`src/rtl/irq_agg_pkg.sv`:
```
package irq_agg_pkg;
  localparam int unsigned SRC_W   = 8;
  localparam int unsigned N_SRC   = 4;
  localparam int unsigned ST_W    = N_SRC + 4;
  localparam int unsigned AW      = 8;
  localparam logic [AW-1:0]   ADDR_STAT = 8'h08;
  localparam logic [AW-1:0]   ADDR_MIE  = 8'h09;
  localparam logic [ST_W-1:0] MIE_MASK  = 8'hFE;
  typedef enum logic [1:0] {SRC_BERT, SRC_HDLC, SRC_FEAC, SRC_FRM} src_e;
endpackage

```
`src/rtl/irq_src_reduce.sv`:
```
module irq_src_reduce #(
  parameter int unsigned N = 4,
  parameter int unsigned W = 8
) (
  input  logic [N-1:0][W-1:0] lat_i,
  input  logic [N-1:0][W-1:0] ie_i,
  output logic [N-1:0]        hit_o
);
  for (genvar g = 0; g < N; g++) begin : g_src
    assign hit_o[g] = |(lat_i[g] & ie_i[g]);
  end
endmodule

```
`src/rtl/irq_stat_core.sv`:
```
module irq_stat_core #(
  parameter int unsigned N_SRC = 4,
  localparam int unsigned ST_W = N_SRC + 4
) (
  input  logic            clk_i,
  input  logic            rst_ni,
  input  logic [N_SRC-1:0] hit_i,
  input  logic            cnt_sat_i,
  input  logic            cnt_clr_i,
  input  logic            tx_lost_i,
  input  logic            rx_lost_i,
  input  logic [ST_W-1:0] mie_nxt_i,
  output logic [ST_W-1:0] status_o,
  output logic            irq_o
);
  logic [ST_W-1:0] status_d;
  logic            ovf;
  logic            irq_d;

  // clear strobe masks a stale saturation flag
  assign ovf      = cnt_sat_i & ~cnt_clr_i;
  assign status_d = {rx_lost_i, tx_lost_i, hit_i, ovf, 1'b0};
  // use post-write enable so irq stays aligned with the enable register
  assign irq_d    = |(status_d[ST_W-1:1] & mie_nxt_i[ST_W-1:1]);

  always_ff @(posedge clk_i or negedge rst_ni) begin
    if (!rst_ni) begin
      status_o <= '0;
      irq_o    <= 1'b0;
    end else begin
      status_o <= status_d;
      irq_o    <= irq_d;
    end
  end
endmodule

```
`src/rtl/irq_host_regs.sv`:
```
module irq_host_regs
  import irq_agg_pkg::*;
(
  input  logic            clk_i,
  input  logic            rst_ni,
  input  logic [AW-1:0]   addr_i,
  input  logic            wr_i,
  input  logic [ST_W-1:0] wdata_i,
  input  logic [ST_W-1:0] status_i,
  output logic [ST_W-1:0] mie_o,
  output logic [ST_W-1:0] mie_nxt_o,
  output logic [ST_W-1:0] rdata_o
);
  logic [ST_W-1:0] rd_d;

  assign mie_nxt_o = (wr_i && addr_i == ADDR_MIE) ? (wdata_i & MIE_MASK) : mie_o;

  always_comb begin
    unique case (addr_i)
      ADDR_STAT: rd_d = status_i;
      ADDR_MIE:  rd_d = mie_o;
      default:   rd_d = '0;
    endcase
  end

  always_ff @(posedge clk_i or negedge rst_ni) begin
    if (!rst_ni) begin
      mie_o   <= '0;
      rdata_o <= '0;
    end else begin
      mie_o   <= mie_nxt_o;
      rdata_o <= rd_d;
    end
  end
endmodule

```
`src/rtl/irq_status_agg.sv`:
```
module irq_status_agg
  import irq_agg_pkg::*;
(
  input  logic        clk_i,
  input  logic        rst_ni,
  input  logic [7:0]  bert_lat_i,
  input  logic [7:0]  bert_ie_i,
  input  logic [7:0]  hdlc_lat_i,
  input  logic [7:0]  hdlc_ie_i,
  input  logic [7:0]  feac_lat_i,
  input  logic [7:0]  feac_ie_i,
  input  logic [7:0]  frm_lat_i,
  input  logic [7:0]  frm_ie_i,
  input  logic        cnt_sat_i,
  input  logic        cnt_clr_i,
  input  logic        tx_clk_lost_i,
  input  logic        rx_clk_lost_i,
  input  logic [7:0]  addr_i,
  input  logic        wr_i,
  input  logic [7:0]  wdata_i,
  output logic [7:0]  rdata_o,
  output logic        irq_o
);
  logic [N_SRC-1:0][SRC_W-1:0] lat_w, ie_w;
  logic [N_SRC-1:0]            hit_w;
  logic [ST_W-1:0]             status_w, mie_w, mie_nxt_w;

  // index order fixes the status bit position (bit 2 + index)
  assign lat_w[SRC_BERT] = bert_lat_i;
  assign lat_w[SRC_HDLC] = hdlc_lat_i;
  assign lat_w[SRC_FEAC] = feac_lat_i;
  assign lat_w[SRC_FRM]  = frm_lat_i;
  assign ie_w[SRC_BERT]  = bert_ie_i;
  assign ie_w[SRC_HDLC]  = hdlc_ie_i;
  assign ie_w[SRC_FEAC]  = feac_ie_i;
  assign ie_w[SRC_FRM]   = frm_ie_i;

  irq_src_reduce #(.N(N_SRC), .W(SRC_W)) u_reduce (
    .lat_i (lat_w),
    .ie_i  (ie_w),
    .hit_o (hit_w)
  );

  irq_stat_core #(.N_SRC(N_SRC)) u_core (
    .clk_i     (clk_i),
    .rst_ni    (rst_ni),
    .hit_i     (hit_w),
    .cnt_sat_i (cnt_sat_i),
    .cnt_clr_i (cnt_clr_i),
    .tx_lost_i (tx_clk_lost_i),
    .rx_lost_i (rx_clk_lost_i),
    .mie_nxt_i (mie_nxt_w),
    .status_o  (status_w),
    .irq_o     (irq_o)
  );

  irq_host_regs u_regs (
    .clk_i     (clk_i),
    .rst_ni    (rst_ni),
    .addr_i    (addr_i),
    .wr_i      (wr_i),
    .wdata_i   (wdata_i),
    .status_i  (status_w),
    .mie_o     (mie_w),
    .mie_nxt_o (mie_nxt_w),
    .rdata_o   (rdata_o)
  );
endmodule

```
`config.mk`:
```
export PLATFORM = sky130hd
export DESIGN_NAME = irq_status_agg
export DESIGN_NICKNAME = d
export VERILOG_FILES = /design/src/rtl/irq_agg_pkg.sv /design/src/rtl/irq_src_reduce.sv /design/src/rtl/irq_stat_core.sv /design/src/rtl/irq_host_regs.sv /design/src/rtl/irq_status_agg.sv
export SDC_FILE = /design/constraint.sdc
export NUM_CORES = 1
export LEC_CHECK = 0
export CORE_UTILIZATION = 50
export CTS_BUF_LIST = sky130_fd_sc_hd__clkbuf_4
export CTS_CLUSTER_DIAMETER = 120
export DETAILED_ROUTE_END_ITERATION = 8
export DONT_BUFFER_PORTS = 1
export RECOVER_POWER = 100
export SYNTH_ARGS = -nofsm -noshare
export SYNTH_HDL_FRONTEND = slang
export SYNTH_SLANG_ARGS = --single-unit
export TNS_END_PERCENT = 20
```
`constraint.sdc`:
```
create_clock -name clk_i -period 2.9 [get_ports clk_i]
set_clock_uncertainty 0.2 [all_clocks]
set_input_delay 0.58 -clock clk_i [delete_from_list [all_inputs] [get_ports clk_i]]
set_output_delay 0.58 -clock clk_i [all_outputs]
set_load 0.01 [all_outputs]
```
# Word level (Yosys, flattened, before mapping)
# Cells that the tools add are included.
[word_totals]
regBits = 23
latchBits = 0
ram_bits = 0
mem_bits_ro = 0
input_bits = 87
out_inout_bits = 9
wordCells = 21
memories = 0
[op_classes]
addsub = 0
multipliers = 0
n_div = 0
order_cmp = 0
n_eq_ne = 2
n_shift = 0
muxes = 2
bitwise_logic = 7
n_reduce_logical = 6
[ops]
columns = ["cell", "count"]
rows = [
  ["$and 8x8->8", 4],
  ["$reduce_or 8->1", 4],
  ["$eq 8x4->1 const B", 2],
  ["$pmux 8 s2", 1],
  ["$mux 8", 1],
  ["$and 7x7->7", 1],
  ["$reduce_or 7->1", 1],
  ["$and 1x1->1", 1],
  ["$logic_and 1x1->1", 1],
  ["$not 1->1", 1],
]

# Logic depth before layout (Yosys ltp)
[logic_depth]
depth_word = 5
depth_mapped = 5
mapped_depth_nobuf = 5

# Modules after synthesis
# From an unflattened synthesis, not the netlist that was laid out.
[hier_totals]
cells_unflattened = 81
area_unflattened_um2 = 1044.8
[by_module_without_submodules]
columns = ["mod", "n_inst", "cells_each", "area_each_um2", "seq_area_each_um2"]
rows = [
  ["irq_host_regs", 1, 46, 644.4, 400.4],
  ["irq_stat_core", 1, 15, 255.2, 200.2],
  ["irq_src_reduce", 1, 20, 145.1, 0.0],
]

# Worst setup path after synthesis
# OpenSTA, ideal clock, no wires.
[synth_path]
path_kind = "input -> register"
from = "input port addr_i[2]"
to = "register u_core.irq_o"
setup_ns = 0.139
arrival_time_ns = 1.811
required_time_ns = 2.561
setup_slack_ns = 0.750
stages = 5
n_path_buf = 0
path_cell_list = "nor4b_4 > nand4_4 > mux2_4 > a222oi_1 > nand3_1"
[synth_via]
elab_chain_cells = 5
[synth_lines]
columns = ["element", "line", "rtl"]
rows = [
  ["from (decl)", "irq_status_agg.sv:18", "input logic [7:0] addr_i,"],
  ["$eq 8x4->1", "irq_host_regs.sv:16", "assign mie_nxt_o = (wr_i && addr_i == ADDR_MIE) ? (wdata_i & MIE_MASK) : mie_o;"],
  ["$logic_and 1x1->1", "irq_host_regs.sv:16", ""],
  ["$mux 8", "irq_host_regs.sv:16", ""],
  ["net mie_nxt_w[6]", "irq_status_agg.sv:26", "logic [ST_W-1:0] status_w, mie_w, mie_nxt_w;"],
  ["$and 7x7->7", "irq_stat_core.sv:24", "assign irq_d = |(status_d[ST_W-1:1] & mie_nxt_i[ST_W-1:1]);"],
  ["$reduce_or 7->1", "irq_stat_core.sv:24", ""],
  ["net u_core.irq_d", "irq_stat_core.sv:18", "logic irq_d;"],
  ["to (signal assigned)", "irq_stat_core.sv:32", "irq_o <= irq_d;"],
  ["to (decl)", "irq_stat_core.sv:14", "output logic irq_o"],
]
# The timed path passes the listed nets, and every way through them passes these cells.

# Final worst setup path
# Ends and elaborated chain as after synthesis.

==> flow_summary.yaml <==
drt:
  ant_nets: 0
  drtPass1Iterations: 4
  route.met2.wl_um: 972
  routed_wl_um: 2010
  vias: 676
  drt_iter0_markers: 16
  dr_wl_met3_um: 198
  top_layer: "met4"
  wl_per_cell_um: 19.5
  via_per_inst: 6.56
  drc_errors: 0
  drt-met1-wl_um: 814
synth:
  ys_seq_area_frac: 0.557
  synth_top_cell_by_area: "dfrtp_1"
  syn_inst: 75
  syn_area_um2: 988
  yosys_register_bits: 22
  synthTopCellsByArea: "dfrtp_1, a22oi_1, mux2i_1"
  synthSimpleGateAreaFrac: 0.123
  synthDistinctLibCells: 16
  avgSynthCellArea_um2: 13.2
  synth_compound_area_frac: 0.147
  synthMuxAreaShare: 0.154
  synth_top_area_share: 0.557
  ys_warn_count: 0
  syn_nets: 162
  synth_xor_area_frac: 0
  yosys.area_share.adder: 0
  synth_top_family_by_area: "multiplexers"
clocking:
  cts_resized: 0
  clkSlewWorstSetupHoldPaths_ns: 0.12
  insertion_delay_ns: 0.30
  post_cts_buffers: 0
  cts_made_buffers: 3
  root_buffer: "clkbuf_4"
  htree_levels: 1
  cts_tree: "yes"
  numClockSinks: 22
  postCtsHoldBufs: 1
  clock_tree.buffer_depth: 2
layout:
  antenna_cells: 0
  fin_area_um2: 1020
  drive_gt1_frac: 0.103
  layout_common_cells: "dfrtp_1, a22oi_1, mux2i_1, nor2_1"
  areaGrowthSynthToFinish_pct: 3.42
  fin_nets: 166
  final_cell_count_no_fill: 103
  mostFrequentLayoutCell: "dfrtp_1"
worst_setup_path:
  cp-end-kind: "register"
  startpoint: "addr_i[2]"
  reg2reg_from: "u_regs.mie_o[6]"
  worstSetupPathType: "in -> reg"
  reg2reg_to: "u_core.irq_o"
  crit_fanout: 7
  arrival_ns: 2.26
  r2r_cells: 3
  cp.required_ns: 2.87
  critPathLaunchType: "primary input"
  ff2ff_setup_slack_ns: 1.38
  endpoint: "u_core.irq_o"
grt:
  grt_start_max_net_pins: 23
  overflow: 0
  gr-usage-all-layers: 0.191
  grt_pass1_wl_um: 2660
  grt_pass1_vias: 626
  antenna_found_initial: 0
flow_run:
  maxCapViolCount: 0
timing:
  period_share: 0.790
  fin_crit_ns: 2.29
  hold_slack_ns: 0.0889
  slew_headroom: 0.393
  tightest_slew_ns: 0.908
  slew_violations: 0
  setup_violations: 0
  final_hold_viol_count: 0
  grt_setup_unrepaired: "false"
  fin_tns_setup_ns: 0
  fmax_ghz: 0.436
worst_hold_path:
  hp-class: "in -> reg"
die:
  core-area_um2: 1780
  die_h_um: 46.5
  start_util: 0.554
  die_x_um: 46.5
  die-area_um2: 2160
  boundaryPins: 96
  num_rows: 15
power_and_ir_drop:
  p_int_uw: 392
  seq_power_share: 0.646
  combPwrFrac: 0.084
  power_density_nw_per_um2: 494
  p_leak_nw: 0.461
  sw_frac_of_total: 0.223
  peakVddDrop_mv: 0.265
  clkPwrFrac: 0.270
  netSwitchingPower_uw: 113
place:
  port-buffer-count: 0
  routabilityCongestion: 0.680
  dpl.hpwl_um: 1670
  placedCellCount: 98
  placed_cell_area_um2: 1000
run_status:
  run_status: "completed"
-- flip-flops by register name (all words and copies together) (netlist names) --
name,count
u_core.status_o,7
u_regs.rdata_o,7
u_core.irq_o,1
u_regs.mie_o,7
-- per-stage QoR --
| stage | util | power [mW] | setup slack, ns |
|---|---|---|---|
| 2_1_floorplan | - | 0.368 | 0.750 |
| 4_1_cts | 0.584 | 0.514 | 0.938 |
| 5_1_grt | 0.573 | 0.529 | 0.460 |
| 3_3_place_gp | 0.564 | 0.370 | 0.614 |
| 3_5_place_dp | 0.564 | 0.371 | 0.601 |
| 6_report | 0.573 | 0.505 | 0.608 |
-- worst min path at each step --
stage                             start  depth (start not counted)            endpoint
after detailed placement         rst_ni                          0   u_regs.rdata_o[7]
final                     tx_clk_lost_i                          0  u_core.status_o[6]
after global placement           rst_ni                          0   u_regs.rdata_o[4]
after global routing      tx_clk_lost_i                          0  u_core.status_o[6]
after CTS                 tx_clk_lost_i                          0  u_core.status_o[6]
after floorplan                  rst_ni                          0        u_core.irq_o
-- power by group through the flow --
| stage | clock network [mW] | logic (mW) | registers (mW) |
|---|---|---|---|
| floorplan | 0 | 0.0377 | 0.330 |
| detailed placement | 0 | 0.0385 | 0.332 |
| global placement | 0 | 0.0376 | 0.332 |
| CTS | 0.142 | 0.0452 | 0.326 |
| global route | 0.154 | 0.0478 | 0.327 |
| finish | 0.136 | 0.0424 | 0.326 |
-- cells in the mapped netlist (all sizes together) --
cell and count:
dfrtp 22, nand4 5, mux2i 7, nor2b 1, buf 2, nor2 7, nand3 1, a222oi 1
nor3 1, nor4b 1, nand2 1, mux2 7, a22oi 18, conb 1
-- logic make-up after synthesis --
family / count (synthesis)
flops: 22
simple gates: 17
mux: 14
buf+inv: 2
other cells: 1
compound gates: 19
-- layer usage --
layer,GRT usage,up-vias
met3,0.0314,2
met1,0.256,319
li1,-,299
met4,0.141,0
met5,0,-
met2,0.275,56
-- worst max-delay path: stages --
cell and delay, ns:
nor4b_1 0.56, nand4_4 0.26, mux2_1 0.39, a222oi_1 0.35
nand3_1 0.12
-- cell type report --
class	count	area, µm²
Clock inverter	1	3.75
Timing Repair Buffer	1	10.0
Tap cell	25	31.3
Multi-Input combinational cell	51	404
Fill cell	153	761
Sequential cell	22	551
Clock buffer	3	22.5
(Power assumes the default switching activity.)
